**src/rtl/movem_pkg.sv**
```systemverilog
package movem_pkg;
   typedef enum logic [1:0] {
      ST_IDLE  = 2'd0,
      ST_XFER  = 2'd1,
      ST_DUMMY = 2'd2
   } seq_state_e;

   localparam logic [2:0] EA_DREG    = 3'b000;
   localparam logic [2:0] EA_AREG    = 3'b001;
   localparam logic [2:0] EA_IND     = 3'b010;
   localparam logic [2:0] EA_POSTINC = 3'b011;
   localparam logic [2:0] EA_PREDEC  = 3'b100;
   localparam logic [2:0] EA_DISP    = 3'b101;
   localparam logic [2:0] EA_INDEX   = 3'b110;
   localparam logic [2:0] EA_EXT     = 3'b111;
endpackage

```
**src/rtl/movem_mode_check.sv**
```systemverilog
module movem_mode_check
   import movem_pkg::*;
(
   input  logic [2:0] mode,
   input  logic [2:0] regf,
   input  logic       to_mem,
   output logic       legal
);
   logic load_ok, store_ok;

   always_comb begin
      case (mode)
         EA_IND, EA_POSTINC, EA_DISP, EA_INDEX: load_ok = 1'b1;
         EA_EXT:  load_ok = (regf[2] == 1'b0);
         default: load_ok = 1'b0;
      endcase
      case (mode)
         EA_IND, EA_PREDEC, EA_DISP, EA_INDEX: store_ok = 1'b1;
         EA_EXT:  store_ok = (regf[2:1] == 2'b00);
         default: store_ok = 1'b0;
      endcase
      legal = to_mem ? store_ok : load_ok;
   end
endmodule

```
**src/rtl/movem_prienc.sv**
```systemverilog
module movem_prienc #(
   parameter int W     = 16,
   localparam int IDX_W = $clog2(W)
) (
   input  logic [W-1:0]     vec,
   output logic [IDX_W-1:0] idx,
   output logic             any
);
   always_comb begin
      idx = '0;
      any = 1'b0;
      for (int i = W - 1; i >= 0; i--) begin
         if (vec[i]) begin
            idx = IDX_W'(i);
            any = 1'b1;
         end
      end
   end
endmodule

```
**src/rtl/movem_sext.sv**
```systemverilog
module movem_sext #(
   parameter int DATA_W    = 32,
   parameter int WORD_W    = 16,
   parameter bit SIGN_WORD = 1'b1
) (
   input  logic              long_sz,
   input  logic [DATA_W-1:0] din,
   output logic [DATA_W-1:0] dout
);
   logic [DATA_W-1:0] word_ext;

   generate
      if (SIGN_WORD) begin : g_sign
         assign word_ext = {{(DATA_W-WORD_W){din[WORD_W-1]}}, din[WORD_W-1:0]};
      end else begin : g_zero
         assign word_ext = {{(DATA_W-WORD_W){1'b0}}, din[WORD_W-1:0]};
      end
   endgenerate

   assign dout = long_sz ? din : word_ext;
endmodule

```
**src/rtl/movem_seq.sv**
```systemverilog
module movem_seq
   import movem_pkg::*;
#(
   parameter int ADDR_W     = 32,
   parameter int DATA_W     = 32,
   parameter int MASK_W     = 16,
   parameter int WORD_BYTES = 2,
   parameter int LONG_BYTES = 4,
   parameter bit SIGN_WORD  = 1'b1,
   localparam int IDX_W     = $clog2(MASK_W)
) (
   input  logic              clk,
   input  logic              rst_n,
   input  logic              start,
   input  logic [MASK_W-1:0] list_mask,
   input  logic [ADDR_W-1:0] base_addr,
   input  logic              to_mem,
   input  logic              long_sz,
   input  logic [2:0]        ea_mode,
   input  logic [2:0]        ea_reg,
   input  logic              bus_ack,
   input  logic [DATA_W-1:0] bus_rdata,
   output logic              bus_req,
   output logic              bus_we,
   output logic [ADDR_W-1:0] bus_addr,
   output logic [IDX_W-1:0]  reg_idx,
   output logic              rf_we,
   output logic [DATA_W-1:0] rf_wdata,
   output logic              done,
   output logic              illegal,
   output logic [ADDR_W-1:0] final_addr,
   output logic              base_we
);
   localparam logic [ADDR_W-1:0] STEP_W = ADDR_W'(WORD_BYTES);
   localparam logic [ADDR_W-1:0] STEP_L = ADDR_W'(LONG_BYTES);
   localparam logic [IDX_W-1:0]  TOP_IDX = IDX_W'(MASK_W - 1);

   generate
      if (MASK_W != (1 << IDX_W)) begin : g_bad_mask
         $error("movem_seq: MASK_W must be a power of two");
      end
      if (DATA_W < 16 || DATA_W < 8 * LONG_BYTES) begin : g_bad_data
         $error("movem_seq: DATA_W too narrow for the long operand");
      end
      if (LONG_BYTES <= WORD_BYTES) begin : g_bad_step
         $error("movem_seq: LONG_BYTES must exceed WORD_BYTES");
      end
   endgenerate

   seq_state_e        state_q;
   logic [MASK_W-1:0] rem_q;
   logic [ADDR_W-1:0] cur_q, final_q;
   logic              load_q, long_q, predec_q, wb_q;
   logic              done_q, illegal_q, base_we_q;

   logic              mode_legal;
   logic [IDX_W-1:0]  low_idx;
   logic              rem_any;
   logic [MASK_W-1:0] rem_next;
   logic [ADDR_W-1:0] step, start_step, next_addr;
   logic              start_predec, start_wb;

   movem_mode_check u_mode (
      .mode   (ea_mode),
      .regf   (ea_reg),
      .to_mem (to_mem),
      .legal  (mode_legal)
   );

   movem_prienc #(.W(MASK_W)) u_prienc (
      .vec (rem_q),
      .idx (low_idx),
      .any (rem_any)
   );

   movem_sext #(.DATA_W(DATA_W), .WORD_W(16), .SIGN_WORD(SIGN_WORD)) u_sext (
      .long_sz (long_q),
      .din     (bus_rdata),
      .dout    (rf_wdata)
   );

   assign step         = long_q ? STEP_L : STEP_W;
   assign start_step   = long_sz ? STEP_L : STEP_W;
   assign next_addr    = predec_q ? (cur_q - step) : (cur_q + step);
   assign rem_next     = rem_q & (rem_q - MASK_W'(1));
   assign start_predec = (ea_mode == EA_PREDEC);
   assign start_wb     = (ea_mode == EA_PREDEC) || (ea_mode == EA_POSTINC);

   assign bus_req    = (state_q == ST_XFER && rem_any) || (state_q == ST_DUMMY);
   assign bus_we     = (state_q == ST_XFER) && !load_q;
   assign bus_addr   = cur_q;
   assign reg_idx    = predec_q ? (TOP_IDX - low_idx) : low_idx;
   assign rf_we      = (state_q == ST_XFER) && load_q && bus_ack;
   assign done       = done_q;
   assign illegal    = illegal_q;
   assign final_addr = final_q;
   assign base_we    = base_we_q;

   always_ff @(posedge clk or negedge rst_n) begin
      if (!rst_n) begin
         state_q   <= ST_IDLE;
         rem_q     <= '0;
         cur_q     <= '0;
         final_q   <= '0;
         load_q    <= 1'b0;
         long_q    <= 1'b0;
         predec_q  <= 1'b0;
         wb_q      <= 1'b0;
         done_q    <= 1'b0;
         illegal_q <= 1'b0;
         base_we_q <= 1'b0;
      end else begin
         done_q    <= 1'b0;
         illegal_q <= 1'b0;
         base_we_q <= 1'b0;
         case (state_q)
            ST_IDLE: begin
               if (start) begin
                  load_q   <= !to_mem;
                  long_q   <= long_sz;
                  predec_q <= start_predec;
                  wb_q     <= start_wb;
                  rem_q    <= list_mask;
                  final_q  <= base_addr;
                  cur_q    <= start_predec ? (base_addr - start_step) : base_addr;
                  if (!mode_legal) begin
                     done_q    <= 1'b1;
                     illegal_q <= 1'b1;
                  end else if (list_mask == '0) begin
                     done_q    <= 1'b1;
                     base_we_q <= start_wb;
                  end else begin
                     state_q <= ST_XFER;
                  end
               end
            end
            ST_XFER: begin
               if (bus_ack) begin
                  rem_q   <= rem_next;
                  final_q <= predec_q ? cur_q : (cur_q + step);
                  if (rem_next != '0) begin
                     cur_q <= next_addr;
                  end else if (load_q) begin
                     cur_q   <= next_addr;
                     state_q <= ST_DUMMY;
                  end else begin
                     state_q   <= ST_IDLE;
                     done_q    <= 1'b1;
                     base_we_q <= wb_q;
                  end
               end
            end
            ST_DUMMY: begin
               if (bus_ack) begin
                  state_q   <= ST_IDLE;
                  done_q    <= 1'b1;
                  base_we_q <= wb_q;
               end
            end
            default: state_q <= ST_IDLE;
         endcase
      end
   end
endmodule

```
**config.mk**
```make
export PLATFORM = sky130hd
export DESIGN_NAME = movem_seq
export DESIGN_NICKNAME = d
export VERILOG_FILES = /design/src/rtl/movem_pkg.sv /design/src/rtl/movem_mode_check.sv /design/src/rtl/movem_prienc.sv /design/src/rtl/movem_sext.sv /design/src/rtl/movem_seq.sv
export SDC_FILE = /design/constraint.sdc
export NUM_CORES = 1
export LEC_CHECK = 0
export ABC_AREA = 1
export BUFFER_PORTS_ARGS = -buffer_cell sky130_fd_sc_hd__buf_2
export CAP_MARGIN = 20
export CELL_PAD_IN_SITES_DETAIL_PLACEMENT = 1
export CELL_PAD_IN_SITES_GLOBAL_PLACEMENT = 1
export CORE_UTILIZATION = 25
export DETAILED_ROUTE_END_ITERATION = 10
export PLACE_DENSITY_LB_ADDON = 0.1
export SLEW_MARGIN = 15
export SYNTH_ARGS = -nofsm -noshare
export SYNTH_HDL_FRONTEND = slang
export SYNTH_SLANG_ARGS = --single-unit
export TNS_END_PERCENT = 10
```
**constraint.sdc**
```tcl
create_clock -name clk -period 3.1 [get_ports clk]
set_input_delay 0.62 -clock clk [delete_from_list [all_inputs] [get_ports clk]]
set_output_delay 0.62 -clock clk [all_outputs]
set_load 0.05 [all_outputs]
```
# Word-level counts from Yosys, hierarchy flattened

Index checks and enable logic that the tools add are counted.

Add/subtract/negate cells: 5
Equality and inequality tests: 15
Mux-type cells: 80
Bitwise gates (word level): 2
Reduce and logical (&&, ||, !) cells: 19

Operators with widths:

| kind                                                                 | count |
|---|---|
| 32-bit 2-to-1 mux                                                    | 10 |
| 32-bit case mux with 2 select lines                                  | 2 |
| 4-bit 2-to-1 mux                                                     | 17 |
| 32-bit by 3-bit subtractor with 32-bit output                        | 2 |
| 1-bit 2-to-1 mux                                                     | 34 |
| 32-bit by 3-bit adder with 32-bit output                             | 1 |
| 16-bit 2-to-1 mux                                                    | 2 |
| 16-bit case mux with 2 select lines                                  | 1 |
| 16-bit AND                                                           | 1 |
| 16-bit logical NOT                                                   | 1 |
| 16-bit nonzero test                                                  | 1 |
| 16-bit by 1-bit subtractor with 16-bit output, second input constant | 1 |
| 2-bit 2-to-1 mux                                                     | 7 |
| 3-bit == test, second input constant                                 | 4 |
| 2-bit != test, second input constant                                 | 6 |
| 4-bit OR reduction                                                   | 2 |
| 3-bit by 2-bit == test with 1-bit output, second input constant      | 2 |
| 3-bit 2-to-1 mux                                                     | 2 |
| 1-bit case mux with 3 select lines                                   | 2 |
| 2-bit case mux with 3 select lines                                   | 1 |
| 6-bit AND reduction                                                  | 1 |
| 1-bit logical AND                                                    | 4 |
| 2-bit logical NOT                                                    | 2 |
| 1-bit case mux with 2 select lines                                   | 2 |
| other kinds (11)                                                     | 13 |

Flip-flop bits (word level): 89
Input bits: 92
Output and inout bits: 106
Logic and storage cells: 132

# Logic depth before layout (Yosys ltp)

Gate-level depths: netlist (run 1).

Depth in word-level cells: 18
Gate-level depth with buffers: 18

# Hierarchy

From an unflattened synthesis (run 1), not the netlist that was laid out.

Cells, all modules: 1418
Area total of the unflattened synthesis: 8423.1 um^2

Modules (own cells, without submodules):

| module           | times used | cells an instance | area an instance (um^2) |
|---|---|---|---|
| movem_seq        | 1          | 1306              | 7872.6 |
| movem_sext       | 1          | 53                | 296.5 |
| movem_prienc     | 1          | 49                | 209.0 |
| movem_mode_check | 1          | 10                | 45.0 |

# Worst setup path after synthesis (run 1)

Ideal clock, no wire load.

Path type: register to output
Start point: register state_q[1]
End point: output port bus_req
Data arrival time: 2.319 ns
Setup slack: 0.161 ns
Cell stages (with the launch flop): 8
Path through: dfrtp_1 > inv_1 > ha_1 > clkbuf_1 > inv_1 > clkbuf_1 > buf_1 > o21ai_0

Longest elaborated chain between the ends: 3
Elaborated cells between the ends (all ways): 4
Classes of those cells: 2 x eq/ne; 2 x reduce/logical

Ends and longest elaborated chain:

| element                                  | RTL line         | RTL |
|---|---|---|
| from (decl)                              | movem_seq.sv:50  | `seq_state_e state_q;` |
| from (signal assigned)                   | movem_seq.sv:101 | `state_q <= ST_IDLE;` |
| from (signal assigned)                   | movem_seq.sv:133 | `state_q <= ST_XFER;` |
| from (signal assigned)                   | movem_seq.sv:145 | `state_q <= ST_DUMMY;` |
| 2-bit by 1-bit == test with 1-bit output | movem_seq.sv:89  | `assign bus_req = (state_q == ST_XFER && rem_any) \|\| (state_q == ST_DUMMY);` |
| 1-bit logical AND                        | movem_seq.sv:89  |  |
| 1-bit logical OR (*)                     | movem_seq.sv:89  |  |
| to (decl)                                | movem_seq.sv:23  | `output logic bus_req,` |

Mark *: on every way between the ends. The rest lies on a longest branch, timed or not.

# Worst setup path after layout (run 1)

Start point: register rem_q[12]
End point: output port reg_idx[1]

Longest elaborated chain between the ends: 15

Ends and longest elaborated chain:

| element                             | RTL line           | RTL |
|---|---|---|
| from (decl)                         | movem_seq.sv:51    | `logic [MASK_W-1:0] rem_q;` |
| from (signal assigned)              | movem_seq.sv:123   | `rem_q <= list_mask;` |
| from (signal assigned)              | movem_seq.sv:139   | `rem_q <= rem_next;` |
| 4-bit 2-to-1 mux (*) (13 in series) | movem_prienc.sv:13 | `if (vec[i]) begin` |
| 4-bit subtractor                    | movem_seq.sv:92    | `assign reg_idx = predec_q ? (TOP_IDX - low_idx) : low_idx;` |
| 4-bit 2-to-1 mux (*)                | movem_seq.sv:92    |  |
| to (decl)                           | movem_seq.sv:26    | `output logic [IDX_W-1:0] reg_idx,` |

Marked as above.

==> results of run 1 <==
==> power by group through the flow <==
stage	registers, uW	clock network (uW)	logic [uW]
6_report	2530	1240	8310
5_1_grt	2630	1310	9230
4_1_cts	2540	1270	8450
3_5_place_dp	2560	0	8430
3_3_place_gp	2550	0	8340
2_1_floorplan	3660	0	4870
==> routing by layer <==
metal | share of wire (%) | global-route usage, %
met5 | 0 | 0
met2 | 45 | 34.4
met1 | 48 | 29.1
met4 | 3.6 | 8.79
met3 | 3.6 | 2.63
==> per-stage QoR <==
stage / cells / total power, uW / setup slack (ns)
after floorplan: 1252 / 8530 / 0.161
after global placement: 1758 / 10900 / 0.254
after CTS: 1774 / 12300 / 0.327
after global routing: 1775 / 13200 / 0.0408
final: 1776 / 12100 / 0.344
after detailed placement: 1758 / 11000 / 0.297
==> cell type report <==
cell class / count / area, um^2 / area share, %
antenna: 2 / 5.00 / 0.0540
sequential: 89 / 2230 / 24.0
tap: 396 / 495 / 5.34
clock buffer: 10 / 239 / 2.58
inverter: 120 / 453 / 4.89
multi-input combinational: 968 / 4780 / 51.5
timing repair buffer: 185 / 1000 / 10.8
clock inverter: 6 / 72.6 / 0.783
==> cells by family after synthesis <==
| family | after synthesis |
|---|---|
| compound gates | 259 |
| xor+xnor | 50 |
| fa+ha+maj | 13 |
| buf+inv | 195 |
| flops | 89 |
| simple gates | 646 |
==> cell usage in the layout (no fill, tap or decap), drive strengths merged, types with 2 or more instances in the layout <==
cell | netlist | layout
nand2 | 374 | 374
buf | 42 | 185
nor2 | 165 | 165
o21ai | 145 | 145
inv | 118 | 122
dfrtp | 89 | 89
a21oi | 75 | 75
nand3 | 51 | 51
xor2 | 47 | 47
nor3 | 30 | 30
o211ai | 22 | 22
nand4 | 16 | 16
ha | 10 | 10
clkbuf | 33 | 10
a31oi | 6 | 6
o22ai | 6 | 6
nor4 | 5 | 5
xnor2 | 3 | 3
fa | 3 | 3
diode | 0 | 2
clkinv | 2 | 2
a22oi | 2 | 2
==> path summary, 6_finish.rpt <==
kind,endpoint,cells after the start
max,reg_idx[1],9
min,bus_addr[24],1
max reg2reg,final_addr[25],9
min reg2reg,final_addr[12],2
max in group asynchronous,bus_addr[1],2
min in group clk,final_addr[12],2
==> sequential cells by signal (all words and copies together), names as in the netlist, 2 cells and up <==
signal      count
bus_addr       32
final_addr     32
rem_q          16
state_q         2
==> critical path, stage by stage (launching register included) <==
cell and delay, ns:
dfrtp_1 0.42, inv_1 0.10, nand2_1 0.11, inv_1 0.09
a21oi_1 0.08, o21ai_0 0.24, nand2_1 0.09, a21oi_1 0.17
xor2_1 0.18, buf_2 0.29
==> flow_summary_export.csv, run 1 <==
group,metric,value,unit
clock_tree,cts_tree,"built",
synthesis,async_flop_share,100,%
timing,slew-limit-headroom,38.2,%
synthesis,netlist_instances,1252,
clock_tree,htreeDepth,3,
synthesis,synth_compound_area_share,18.4,%
timing,finClkSkew,0.0120,ns
synthesis,syn-cell-area,7830,um^2
detailed_routing,wl,33500,um
synthesis,synth_ff_type,"dfrtp_1",
worst_setup_path,end_kind,"primary output",
layout,final_util,30.2,%
worst_setup_path,required,2.48,ns
worst_setup_path,r2r_start,"bus_addr[1]",
worst_hold_path,hold_path_class,"in -> async",
timing,max_slew.worst_pin.slew,0.926,ns
timing,tns,0,ns
status,outcome,"completed",
worst_setup_path,crit_type,"reg -> out",
synthesis,yosysTopAreaCellShare,28.5,%
synthesis,synth_edf_count,0,
placement,portBuffers,166,
synthesis,netlist_top_cells_area,"dfrtp_1 (28%), nand2_1 (18%), o21ai_0 (7.6%), nor2_1 (7.5%), inv_1 (5.4%)",
grt,grt_pass1_wl,51200,um
grt,grt_overflow,0,
synthesis,ys_ff_latch,89,
synthesis,yosys_warnings,0,
timing,rsz0062_at_grt,"false",
timing,slew_viol_final,0,
synthesis,synth_top_family_by_area,"simple AND/OR/NAND/NOR gates",
layout,fin_area,9270,um^2
synthesis,synthMuxAreaShare,0,%
power_and_ir_drop,sw_frac_of_total,62.5,%
layout,layout-drive-gt1-share,17.7,%
timing,min_period,2.76,ns
timing,fmax,363,MHz
worst_setup_path,r2r_slack,0.40,ns
clock_tree,cts-root-buf,"clkbuf_16",
power_and_ir_drop,powerDensity,1300,nW/um^2
clock_tree,path_clk_slew,0.08,ns
synthesis,syn_area_per_cell,6.25,um^2
detailed_routing,vias,8593,
power_and_ir_drop,pwr-share-seq,20.9,%
power_and_ir_drop,ir_worst_vdd,0.523,mV
grt,first_global_vias,8737,
synthesis,synthSimpleGateAreaFrac,34.4,%
detailed_routing,routedWlPerCell,18.8,um
clock_tree,numCtsBuffers,9,
floorplanning,boundaryPins,198,
layout,fin_nets,1478,
synthesis,yosysTopAreaCell,"dfrtp_1",
worst_setup_path,startpoint,"rem_q[12]",
clock_tree,cts_resized,0,
floorplanning,rows,64,
worst_setup_path,crit_fanout,4,
power_and_ir_drop,p_int,4530,uW
synthesis,yosysMostFrequentCell,"nand2_1",
clock_tree,clock_latency,0.37,ns
timing,holdWs,0.254,ns
clock_tree,post_cts_buffers,0,
clock_tree,hold_buffers,0,
placement,gp_congestion,0.855,
detailed_routing,drc_errors,0,
floorplanning,die_w,179,um
synthesis,synthAdderAreaFrac,2.37,%
floorplanning,design.core.area,30700,um^2
grt,grt_max_degree,104,
detailed_routing,firstDrtPassIters,4,
grt,grt_antenna_before_repair,2,
synthesis,yosys-top-cells-count,"nand2_1 (368), nor2_1 (156), o21ai_0 (119), inv_1 (113), dfrtp_1 (89)",
worst_setup_path,worst-endpoint-arrival,2.14,ns
flow_run,maxCapViolations,0,
layout,n_fill_cell,3978,
layout,area_growth,18.4,%
floorplanning,start_util,25.5,%
clock_tree,clock_path_buffers,2,
power_and_ir_drop,clkPwrFrac,10.3,%
power_and_ir_drop,power.leakage,0.00448,uW
grt,grt_util_all_layers,21.5,%
floorplanning,fp.dieArea,32000,um^2
synthesis,synth_nets,1357,
detailed_routing,detail_route.iter0.violations,449,
power_and_ir_drop,pwr-share-comb,68.8,%
detailed_routing,vias_per_cell,4.84,
detailed_routing,antenna_left,0,
worst_setup_path,start_kind,"flip-flop",
timing,finalSetupViolCount,0,
placement,place_hpwl,25900,um
synthesis,yosysUniqueCellTypes,46,
placement,placed_cell_area,8950,um^2
synthesis,yosysSeqAreaShare,28.5,%
clock_tree,cts.sinks,89,
synthesis,synth_xor_area_share,5.59,%
timing,finalHoldViolations,0,
power_and_ir_drop,p_sw,7550,uW
timing,fin_crit_sh,88.9,%
floorplanning,die_h,179,um
(Power assumes the default switching activity.)
==> inputs of run 2 (changes only) <==
--- a/config.mk
+++ b/config.mk
@@ -8,7 +8,7 @@
 export ABC_AREA = 1
 export BUFFER_PORTS_ARGS = -buffer_cell sky130_fd_sc_hd__buf_2
 export CAP_MARGIN = 20
-export CELL_PAD_IN_SITES_DETAIL_PLACEMENT = 1
+export CELL_PAD_IN_SITES_DETAIL_PLACEMENT = 0
 export CELL_PAD_IN_SITES_GLOBAL_PLACEMENT = 1
 export CORE_UTILIZATION = 25
 export DETAILED_ROUTE_END_ITERATION = 10
==> flow_summary_export.csv, run 2 (same netlist as run 1, synthesis figures left out) <==
group,metric,value,unit
detailed_routing,wl,32500,um
worst_setup_path,worst-endpoint-arrival,3.03,ns
clock_tree,hold_buffers,0,
clock_tree,htreeDepth,3,
timing,finClkSkew,0.0180,ns
layout,layout-drive-gt1-share,17.6,%
worst_setup_path,crit_path_top_delay_cell,"dfrtp_1",
clock_tree,path_clk_slew,0.08,ns
timing,max_slew.worst_pin.slew,0.919,ns
grt,grt_max_degree,104,
layout,mostFrequentLayoutCell,"nand2_1",
timing,slew_viol_final,0,
timing,holdWs,0.276,ns
grt,first_global_vias,8025,
worst_setup_path,cpMostUsedCell,"nand2_1",
grt,grt_overflow,0,
worst_setup_path,r2r_start,"bus_addr[1]",
power_and_ir_drop,powerDensity,1290,nW/um^2
detailed_routing,firstDrtPassIters,5,
placement,place_hpwl,24900,um
layout,final_cell_mix,"nand2_1 (368), buf_2 (165), nor2_1 (156)",
timing,slew-limit-headroom,38.7,%
flow_run,maxCapViolations,0,
clock_tree,post_cts_buffers,0,
detailed_routing,vias,8481,
worst_setup_path,end_kind,"flip-flop",
worst_setup_path,required,3.38,ns
placement,place_inst,1758,
timing,rsz0062_at_grt,"false",
timing,setup_ws,0.348,ns
clock_tree,numCtsBuffers,9,
worst_setup_path,startpoint,"bus_addr[1]",
detailed_routing,detail_route.iter0.violations,536,
power_and_ir_drop,ir_worst_vdd,0.503,mV
floorplanning,start_util,25.5,%
timing,finalHoldViolations,0,
layout,area_growth,18.3,%
floorplanning,fp.dieArea,32000,um^2
timing,finalSetupViolCount,0,
worst_setup_path,cp.buffers_inverters,1,
floorplanning,design.core.area,30700,um^2
placement,placed_cell_area,8950,um^2
detailed_routing,vias_per_cell,4.78,
detailed_routing,drc_errors,0,
layout,instances_no_fill,1776,
floorplanning,boundaryPins,198,
clock_tree,cts.sinks,89,
placement,dp_slack,0.296,ns
worst_setup_path,start_kind,"flip-flop",
status,outcome,"completed",
grt,grt_util_all_layers,20.6,%
floorplanning,die_h,179,um
worst_setup_path,cp_cell_sequence,"ha_1, inv_1, fa_1, nor3_2, nand2_1, nor3_1, xor2_1, nand2_1, nand2_1, nand2_1, nand2_1, nand2_1, o21ai_2",
timing,fmax,363,MHz
clock_tree,clock_latency,0.37,ns
clock_tree,cts-root-buf,"clkbuf_16",
layout,fin_nets,1478,
clock_tree,cts_resized,0,
floorplanning,rows,64,
clock_tree,clock_path_buffers,2,
placement,gp_congestion,0.855,
worst_setup_path,crit_type,"reg -> reg",
timing,min_period,2.75,ns
detailed_routing,routedWlPerCell,18.3,um
worst_setup_path,cp_slowest_stage_delay,0.44,ns
floorplanning,die_w,179,um
worst_hold_path,hold_path_class,"in -> async",
layout,n_fill_cell,3572,
timing,fin_crit_sh,88.8,%
power_and_ir_drop,power.leakage,0.00447,uW
placement,portBuffers,166,
layout,fin_area,9260,um^2
detailed_routing,antenna_left,0,
clock_tree,cts_tree,"built",
grt,grt_pass1_wl,48600,um
worst_setup_path,critical_path.top_delay_family,"simple AND/OR/NAND/NOR gates",
worst_setup_path,crit_fanout,5,
timing,tns,0,ns
grt,grt_antenna_before_repair,2,
-- run 2: cell types whose count changed in the layout (fill, tap and decap cells not counted) --
cell	before	now
clkbuf_1	0	1
inv_6	4	3
clkinvlp_4	1	0
clkbuf_8	1	0
clkinv_4	0	2
-- run 2: power by group --
| group | switching, uW | leakage [uW] | internal (uW) | total, uW |
|---|---|---|---|---|
| clock network | 574 | 0.000148 | 640 | 1210 |
| logic | 6150 | 0.00323 | 2100 | 8250 |
| registers | 744 | 0.00110 | 1770 | 2510 |
| total | 7470 | 0.00447 | 4510 | 12000 |
-- run 2: path summary, 6_finish.rpt --
| kind | to | slack, ns | cells past startpoint |
|---|---|---|---|
| worst max-delay path | bus_addr[25] | 0.35 | 13 |
| worst min-delay path | bus_addr[24] | 0.28 | 1 |
| worst max register to register | bus_addr[25] | 0.35 | 13 |
| worst min register to register | final_addr[28] | 0.47 | 2 |
| max in group asynchronous | bus_addr[18] | 2.12 | 2 |
| min in group clk | final_addr[28] | 0.47 | 2 |
-- run 2: routing by layer --
layer | vias to the layer above | routed length, um | share of wire (%) | global-route usage [%]
met5 | - | 0 | 0 | 0
met4 | 0 | 552 | 1.7 | 5.30
met3 | 23 | 1410 | 4.3 | 2.74
met2 | 219 | 15000 | 46 | 33.7
met1 | 3953 | 15500 | 48 | 28.2
li1 | 4286 | - | - | -
-- run 2: layout make-up --
cell class	count	area (um^2)	area share [%]
sequential	89	2230	24.0
antenna	2	5.00	0.0540
clock inverter	6	73.8	0.797
inverter	120	453	4.89
multi-input combinational	968	4780	51.6
clock buffer	10	229	2.47
tap	396	495	5.35
timing repair buffer	185	1000	10.8
-- run 2: through the flow --
stage,power [uW],utilization (%)
CTS,12200,30.2
finish,12000,30.2
floorplan,8530,-
global placement,10900,29.2
global route,13000,30.2
detailed placement,10900,29.2
